[config.mk]
export PLATFORM = sky130hd
export DESIGN_NAME = printer_port_regs
export DESIGN_NICKNAME = d
export VERILOG_FILES = /design/src/rtl/printer_port_regs.sv
export SDC_FILE = /design/constraint.sdc
export NUM_CORES = 1
export LEC_CHECK = 0
export BUFFER_PORTS_ARGS = -buffer_cell sky130_fd_sc_hd__buf_2
export CORE_MARGIN = 2
export CORE_UTILIZATION = 48
export CTS_BUF_LIST = sky130_fd_sc_hd__clkbuf_4
export DETAILED_ROUTE_END_ITERATION = 10
export PLACE_DENSITY_LB_ADDON = 0.3
export SYNTH_ARGS = -nofsm -noshare
export SYNTH_HDL_FRONTEND = slang
export SYNTH_SLANG_ARGS = --single-unit
[constraint.sdc]
create_clock -name clk -period 2.15 [get_ports clk]
set_clock_uncertainty 0.1 [all_clocks]
set_input_delay 0.43 -clock clk [delete_from_list [all_inputs] [get_ports clk]]
set_output_delay 0.43 -clock clk [all_outputs]
set_load 0.05 [all_outputs]
[src/rtl/printer_port_regs.sv]
module printer_port_regs (
  input  logic       clk,
  input  logic       rst_n,
  input  logic       bus_wr,
  input  logic       bus_rd,
  input  logic [1:0] bus_addr,
  input  logic [7:0] bus_wdata,
  output logic [7:0] bus_rdata,
  output logic [7:0] pd_out,
  output logic       pd_oe,
  input  logic [7:0] pd_in,
  output logic [3:0] ctl_pull_low,
  input  logic [3:0] ctl_level,
  input  logic       busy_pin,
  input  logic       ack_n_pin,
  input  logic       paper_out_pin,
  input  logic       select_pin,
  input  logic       error_pin,
  output logic       irq
);

  localparam logic [1:0] OFS_DATA = 2'd0;
  localparam logic [1:0] OFS_STAT = 2'd1;
  localparam logic [1:0] OFS_CTRL = 2'd2;

  logic [7:0] data_q;
  logic [5:0] ctrl_q;
  logic [2:0] ack_sync;
  logic       pend_q;
  logic       ack_rise;
  logic       stat_rd;

  assign ack_rise = ack_sync[1] & ~ack_sync[2];
  assign stat_rd  = bus_rd && bus_addr == OFS_STAT;

  always_ff @(posedge clk or negedge rst_n) begin
    if (!rst_n) begin
      data_q <= 8'h00;
      ctrl_q <= 6'h04;
    end else if (bus_wr) begin
      if (bus_addr == OFS_DATA) data_q <= bus_wdata;
      if (bus_addr == OFS_CTRL) ctrl_q <= bus_wdata[5:0];
    end
  end

  always_ff @(posedge clk or negedge rst_n) begin
    if (!rst_n) begin
      ack_sync <= 3'b111;
      pend_q   <= 1'b0;
    end else begin
      ack_sync <= {ack_sync[1:0], ack_n_pin};
      if (ctrl_q[4] && ack_rise) pend_q <= 1'b1;
      else if (stat_rd)          pend_q <= 1'b0;
    end
  end

  assign pd_out       = data_q;
  assign pd_oe        = ~ctrl_q[5];
  assign ctl_pull_low = {ctrl_q[3], ~ctrl_q[2], ctrl_q[1], ctrl_q[0]};
  assign irq          = pend_q & ctrl_q[4];

  always_comb begin
    unique case (bus_addr)
      OFS_DATA: bus_rdata = ctrl_q[5] ? pd_in : data_q;
      OFS_STAT: bus_rdata = {~busy_pin, ack_n_pin, paper_out_pin, select_pin,
                             error_pin, ~pend_q, 2'b00};
      OFS_CTRL: bus_rdata = {2'b00, ctrl_q[5:4], ~ctl_level[3], ctl_level[2],
                             ~ctl_level[1], ~ctl_level[0]};
      default:  bus_rdata = 8'h00;
    endcase
  end

  AST_FWD_DRIVE: assert property (@(posedge clk) disable iff (!rst_n)
    (bus_wr && bus_addr == OFS_DATA && pd_oe) |=> (pd_out == $past(bus_wdata) && pd_oe));
  AST_REV_RELEASE: assert property (@(posedge clk) disable iff (!rst_n)
    (bus_wr && bus_addr == OFS_CTRL && bus_wdata[5]) |=> !pd_oe);
  AST_STAT_NOWRITE: assert property (@(posedge clk) disable iff (!rst_n)
    (bus_wr && bus_addr == OFS_STAT) |=> ($stable(pd_out) && $stable(pd_oe) && $stable(ctl_pull_low)));
  AST_CTRL_TOP_ZERO: assert property (@(posedge clk) disable iff (!rst_n)
    (bus_addr == OFS_CTRL) |-> (bus_rdata[7:6] == 2'b00));
  AST_IRQ_CLEAR: assert property (@(posedge clk) disable iff (!rst_n)
    (stat_rd && !ack_rise) |=> !irq);
  AST_IRQ_GATED: assert property (@(posedge clk) disable iff (!rst_n)
    irq |-> !bus_rdata[2] || bus_addr != OFS_STAT);

endmodule

==> reports/qor.txt, run 1 <==
Max Cap Violations = 0
Syn nets = 108
Setup TNS = 0 ns
Clock-pin slew on the worst setup and hold paths = 0.09 ns
Syn avg cell area = 12.0 sq um
Die area = 2290 sq um
DRT antenna net count = 0
Pin count of the biggest net entering global routing = 19
Post-layout net count = 162
IO Pins = 53
Initial antenna violation count = 0
Syn Std Cell Area = 923 sq um
Fin crit share = 0.966
Lkg Pwr = 0.624 nW
TritonRoute pass-1 iters = 3
H-tree levels = 1
Worst slew margin = 0.722
FF-to-FF Start = ctrl_q[5]
Fin. Hold Viols = 0
Area of the core = 1760 sq um
Worst hold slack = 0.155 ns
CTS Buf Count = 3
Post-DP HPWL = 1.70 mm
Fmax = 482 MHz
Rows = 15
Switching share of total power = 0.436
Synth Register Bits = 18
Post-layout min period = 2.08 ns
Run status = complete, no violations
PD cells = 891 nW/um^2
WP data arrival = 1.55 ns
RePlAce Congestion = 0.730
Chip Height = 47.9 microns
Clk pwr share = 0.143
Reg2Reg Depth = 2
Vias in the first global route = 673
Gr usage total = 0.196
Crit path to = bus_rdata[2]
CP startpoint = ctrl_q[5]
Cell Int Power = 0.640 mW
Worst Path Max Fanout = 7
Crit Path Category = reg -> out
Via/cell ratio = 5.08
Distinct cell type count after synthesis = 24
Wirelength, routed = 2.09 mm
Crit path launch type = register
CTS root buffer = clkbuf_4
Antenna diode count = 0
Initial drt markers = 11
Remaining global-route overflow = 0
First-pass GRT wire length = 2.97 mm
Die width = 47.9 microns
Clk buf depth = 2
Ys Warns = 0
Net Switching = 0.495 mW
Pwr Total = 1.13 mW
Peak supply drop = 0.595 mV
Synth Instances = 77
Critical Path RT = 1.62 ns
Vias = 788
Worst setup EP type = output pin
Hold Path Class = in -> reg
CTS tree = built
Final Slew Violations = 0
Gate power share = 0.463
Worst slew pin tran = 0.417 ns
Reg power frac = 0.393
Clock Sinks = 18
R2R Setup Slk = 1.04 ns
Initial core utilization = 0.523
Area Growth Syn to Fin = 37.9%
Setup violations, final = 0
Fraction of layout cells with a size suffix above 1 = 0.662
Number of buffers added on ports = 52
Register area share after synthesis = 0.493
DRC Markers = 0
Wire per inst = 13.5 microns
FF-to-FF End = ctrl_q[5]
Clk_lat worst skew = 0.28 ns
[per-layer routing]
| layer | GRT usage | vias to the layer above | part of all wire |
|---|---|---|---|
| met3 | 0.0340 | 4 | 0.067 |
| li1 | - | 388 | - |
| met2 | 0.317 | 34 | 0.48 |
| met4 | 0.0973 | 0 | 0.016 |
| met5 | 0 | - | 0 |
| met1 | 0.253 | 362 | 0.44 |
[synthesized netlist by cell type]
master / n / area share
a211oi_1: 7 / 0.057
a221o_1: 1 / 0.011
a22oi_1: 1 / 0.0081
a32o_1: 1 / 0.011
a32oi_1: 1 / 0.0095
and2_1: 1 / 0.0068
and2b_1: 1 / 0.0081
buf_2: 3 / 0.016
buf_4: 3 / 0.024
buf_6: 1 / 0.012
dfrtp_1: 14 / 0.38
dfstp_2: 4 / 0.11
inv_1: 4 / 0.016
mux2_2: 16 / 0.20
mux2i_1: 2 / 0.022
nand2_1: 4 / 0.016
nand3_1: 1 / 0.0054
nor2_1: 2 / 0.0081
nor2b_1: 4 / 0.027
nor3_1: 1 / 0.0054
nor3b_4: 1 / 0.020
o211ai_1: 1 / 0.0081
o21ai_0: 2 / 0.011
o31ai_1: 1 / 0.0081
[worst max-delay path: stages, from the launching register on]
cell     delay, ns
dfrtp_2       0.46
mux2_4        0.31
a221o_1       0.33
buf_6         0.16
[cells in the final DEF, fill, tap and decap left out, drive strengths merged, types with 2 or more instances in the layout]
| cell type | count |
|---|---|
| buf | 54 |
| dfstp | 4 |
| clkbuf | 4 |
| a211oi | 7 |
| o21ai | 2 |
| nor2 | 2 |
| mux2 | 16 |
| inv | 4 |
| dfrtp | 14 |
| mux2i | 2 |
| nor2b | 4 |
| nand2 | 4 |
[flip-flops by register name, indices dropped and copies added, names as in the netlist]
signal / cells
pd_out: 8
ctrl_q: 6
ack_sync: 3
pend_q: 1
[power groups by stage]
stage	Combinational, mW	Sequential (mW)	Clock, mW
6_report	0.526	0.446	0.163
5_1_grt	0.556	0.457	0.186
4_1_cts	0.515	0.448	0.168
3_5_place_dp	0.510	0.454	0
3_3_place_gp	0.501	0.449	0
2_1_floorplan	0.305	0.540	0
[final cells by class]
class / instances / area [sq um]
clock buffer: 3 / 22.5
clock inverter: 1 / 3.75
fill: 153 / 490
inverter: 4 / 15.0
multi-input combinational: 48 / 437
sequential: 18 / 457
tap: 25 / 31.3
timing repair buffer: 56 / 308
[stage by stage]
step	worst slack, ns	utilization	std cells	cell area [sq um]
floorplan	0.0126	-	77	952
global placement	0.244	0.686	149	1210
detailed placement	0.210	0.686	149	1210
CTS	0.0126	0.710	154	1250
global route	-0.00251	0.722	155	1270
finish	0.0739	0.722	155	1270
[logic make-up after synthesis]
group / share of synthesized area
AOI/OAI and AO/OA: 0.123
and+or+nand+nor: 0.0976
DFF: 0.493
muxes: 0.217
buffers and inverters: 0.0691
[timing repair]
item,in CTS,in global routing
cloned,0,0
buffers inserted,0,1
gates resized for setup,3,5
endpoints found under the setup margin,3,4
hold endpoints to repair,14,0
hold buffers,1,0
[how the worst min path moves through the flow]
| stage | from | to | slack (ns) | depth (start not counted) |
|---|---|---|---|---|
| 2_1_floorplan | rst_n | ctrl_q[0] | 0.03 | 0 |
| 3_3_place_gp | ack_sync[0] | ack_sync[1] | 0.25 | 0 |
| 3_5_place_dp | ack_sync[0] | ack_sync[1] | 0.25 | 0 |
| 4_1_cts | ack_n_pin | ack_sync[0] | 0.15 | 1 |
| 5_1_grt | ack_n_pin | ack_sync[0] | 0.13 | 1 |
| 6_report | ack_n_pin | ack_sync[0] | 0.15 | 1 |
Note: power is estimated with default switching activity, not from simulation.
==> inputs of run 2 (changes only) <==
--- a/config.mk
+++ b/config.mk
@@ -16 +16,2 @@
 export SYNTH_SLANG_ARGS = --single-unit
+export TNS_END_PERCENT = 30
--- a/constraint.sdc
+++ b/constraint.sdc
@@ -4,2 +4,2 @@
 set_output_delay 0.43 -clock clk [all_outputs]
-set_load 0.05 [all_outputs]
+set_load 0.005 [all_outputs]
==> run 2 against run 1 <==
Critical path depth is the same. Utilization is 3.6 points lower. Final area down 5.0%. Hold slack worse by 0.017 ns. Sequential power about the same. Flip-flop and latch count unchanged. Count of clock-buffer cells in the layout stayed put. Maximum frequency about the same. Total power shrank 24%. Wire length decreased by 1.2%. Combinational power shrank 51%. Setup slack better by 0.0018 ns. Critical path type unchanged.
==> reports/qor.txt, run 2 (synthesis results as in run 1) <==
Run status = complete, no violations
DRC Markers = 0 (unchanged)
First-pass GRT wire length = 2.88 mm (-3.2%)
Initial drt markers = 7 (-4)
Gr usage total = 0.187 (-0.00920)
Crit path launch type = register
Number of buffers added on ports = 52 (unchanged)
CTS root buffer = clkbuf_4
IO Pins = 53 (unchanged)
Initial antenna violation count = 0 (unchanged)
Area of the core = 1760 sq um (unchanged)
Pwr Total = 0.867 mW (-24%)
Clk buf depth = 2 (unchanged)
Switching share of total power = 0.288 (-0.148)
WP data arrival = 1.54 ns (about the same)
Fin crit share = 0.965 (about the same)
Setup TNS = 0 ns (unchanged)
Reg power frac = 0.511 (+0.118)
FF-to-FF End = ctrl_q[5]
Max Cap Violations = 0 (unchanged)
Area Growth Syn to Fin = 31.0%
Worst hold slack = 0.138 ns (-0.0169 ns)
Fin. Hold Viols = 0 (unchanged)
Clock-pin slew on the worst setup and hold paths = 0.11 ns (+0.02 ns)
CTS Buf Count = 3 (unchanged)
Fraction of layout cells with a size suffix above 1 = 0.602 (-0.0600)
Crit path to = bus_rdata[2]
Rows = 15 (unchanged)
Pin count of the biggest net entering global routing = 19 (unchanged)
RSZ-0062 raised after global routing = no
Worst slew pin tran = 0.460 ns (+0.0434 ns)
Max reg flops = 8 (unchanged)
Crit Path Category = reg -> out
Remaining global-route overflow = 0 (unchanged)
Critical Path RT = 1.62 ns (about the same)
Wire per inst = 13.5 microns (about the same)
Wirelength, routed = 2.06 mm (-1.2%)
Setup violations, final = 0 (unchanged)
Net Switching = 0.250 mW (-50%)
PD cells = 717 nW/um^2 (-20%)
Worst slew margin = 0.693 (-0.0290)
FF-to-FF Start = ctrl_q[5]
Clk_lat worst skew = 0.29 ns (about the same)
H-tree levels = 1 (unchanged)
CTS tree = built
Worst Path Max Fanout = 5 (-2)
Post-DP HPWL = 1.69 mm (-0.80%)
Via/cell ratio = 5.07 (-0.36%)
Die width = 47.9 microns (unchanged)
Cell Int Power = 0.618 mW (-3.4%)
Antenna diode count = 0 (unchanged)
Post-layout net count = 160 (-1.2%)
Fmax = 482 MHz (about the same)
Peak supply drop = 0.419 mV (-30%)
Placed inst area = 1170 sq um (-3.0%)
CP startpoint = ctrl_q[5]
R2R Setup Slk = 1.04 ns (about the same)
Chip Height = 47.9 microns (unchanged)
DRT antenna net count = 0 (unchanged)
TritonRoute pass-1 iters = 3 (unchanged)
Post-layout min period = 2.07 ns (-0.00182 ns)
Clk pwr share = 0.194 (+0.051)
Design area = 1210 sq um (-5.0%)
Worst setup EP type = output pin
Initial core utilization = 0.523 (unchanged)
CTS resizes = 0 (-3)
Vias in the first global route = 698 (+3.7%)
Reg2Reg Depth = 2 (unchanged)
RePlAce Congestion = 0.680 (-6.8%)
Die area = 2290 sq um (unchanged)
Most common cell after layout, fill and taps aside = buf_2
Vias = 775 (-1.6%)
Filler cells = 172 (+12%)
Gate power share = 0.295 (-0.168)
Clock Sinks = 18 (unchanged)
Lkg Pwr = 0.601 nW (-3.7%)
Hold Path Class = in -> reg
Final Slew Violations = 0 (unchanged)
Commonest cells after routing, fill and taps aside = buf_2 (52), mux2_2 (16), dfrtp_1 (14)
-- run 2: area by class of cell --
class	instances	area, sq um	area share
Sequential cell	18	455	0.376
Multi-Input combinational cell	48	404	0.334
Timing Repair Buffer	54	278	0.230
Tap cell	25	31.3	0.0259
Clock buffer	3	22.5	0.0186
Inverter	4	15.0	0.0124
Clock inverter	1	3.75	0.00310
-- run 2: timing repair --
item / in CTS / in global routing
hold endpoints to repair: 14 / 0
setup buffers: 0 / 0
hold buffers: 1 / 0
-- run 2: worst min-delay path by stage --
stage,from,slack (ns),cells past startpoint,to
3_3_place_gp,ack_sync[0],0.25,0,ack_sync[1]
5_1_grt,ack_n_pin,0.13,1,ack_sync[0]
2_1_floorplan,rst_n,0.03,0,ctrl_q[0]
4_1_cts,ack_n_pin,0.14,1,ack_sync[0]
3_5_place_dp,ack_sync[0],0.25,0,ack_sync[1]
6_report,ack_n_pin,0.14,1,ack_sync[0]
-- run 2: through the flow --
step	utilization	worst slack, ns	instances
floorplan	-	0.537	77
global placement	0.665	0.311	148
detailed placement	0.665	0.293	148
CTS	0.686	0.0692	153
global route	0.686	0.0125	153
finish	0.686	0.0757	153
-- run 2: layer usage --
| metal | global-route usage | routed length (microns) | vias up |
|---|---|---|---|
| li1 | - | - | 379 |
| met1 | 0.222 | 877 | 359 |
| met2 | 0.323 | 1040 | 33 |
| met3 | 0.0264 | 114 | 4 |
| met4 | 0.103 | 31 | 0 |
| met5 | 0 | 0 | - |
-- run 2: worst max-delay path, stage by stage, from the launching register on --
cell     delay, ns
dfrtp_1       0.45
mux2_2        0.37
a221o_1       0.31
buf_2         0.13
-- run 2: power groups by stage --
| stage | logic [mW] | clock network [mW] | registers (mW) |
|---|---|---|---|
| floorplan | 0.153 | 0 | 0.441 |
| global placement | 0.250 | 0 | 0.445 |
| detailed placement | 0.259 | 0 | 0.451 |
| CTS | 0.261 | 0.172 | 0.445 |
| global route | 0.284 | 0.183 | 0.453 |
| finish | 0.256 | 0.168 | 0.443 |
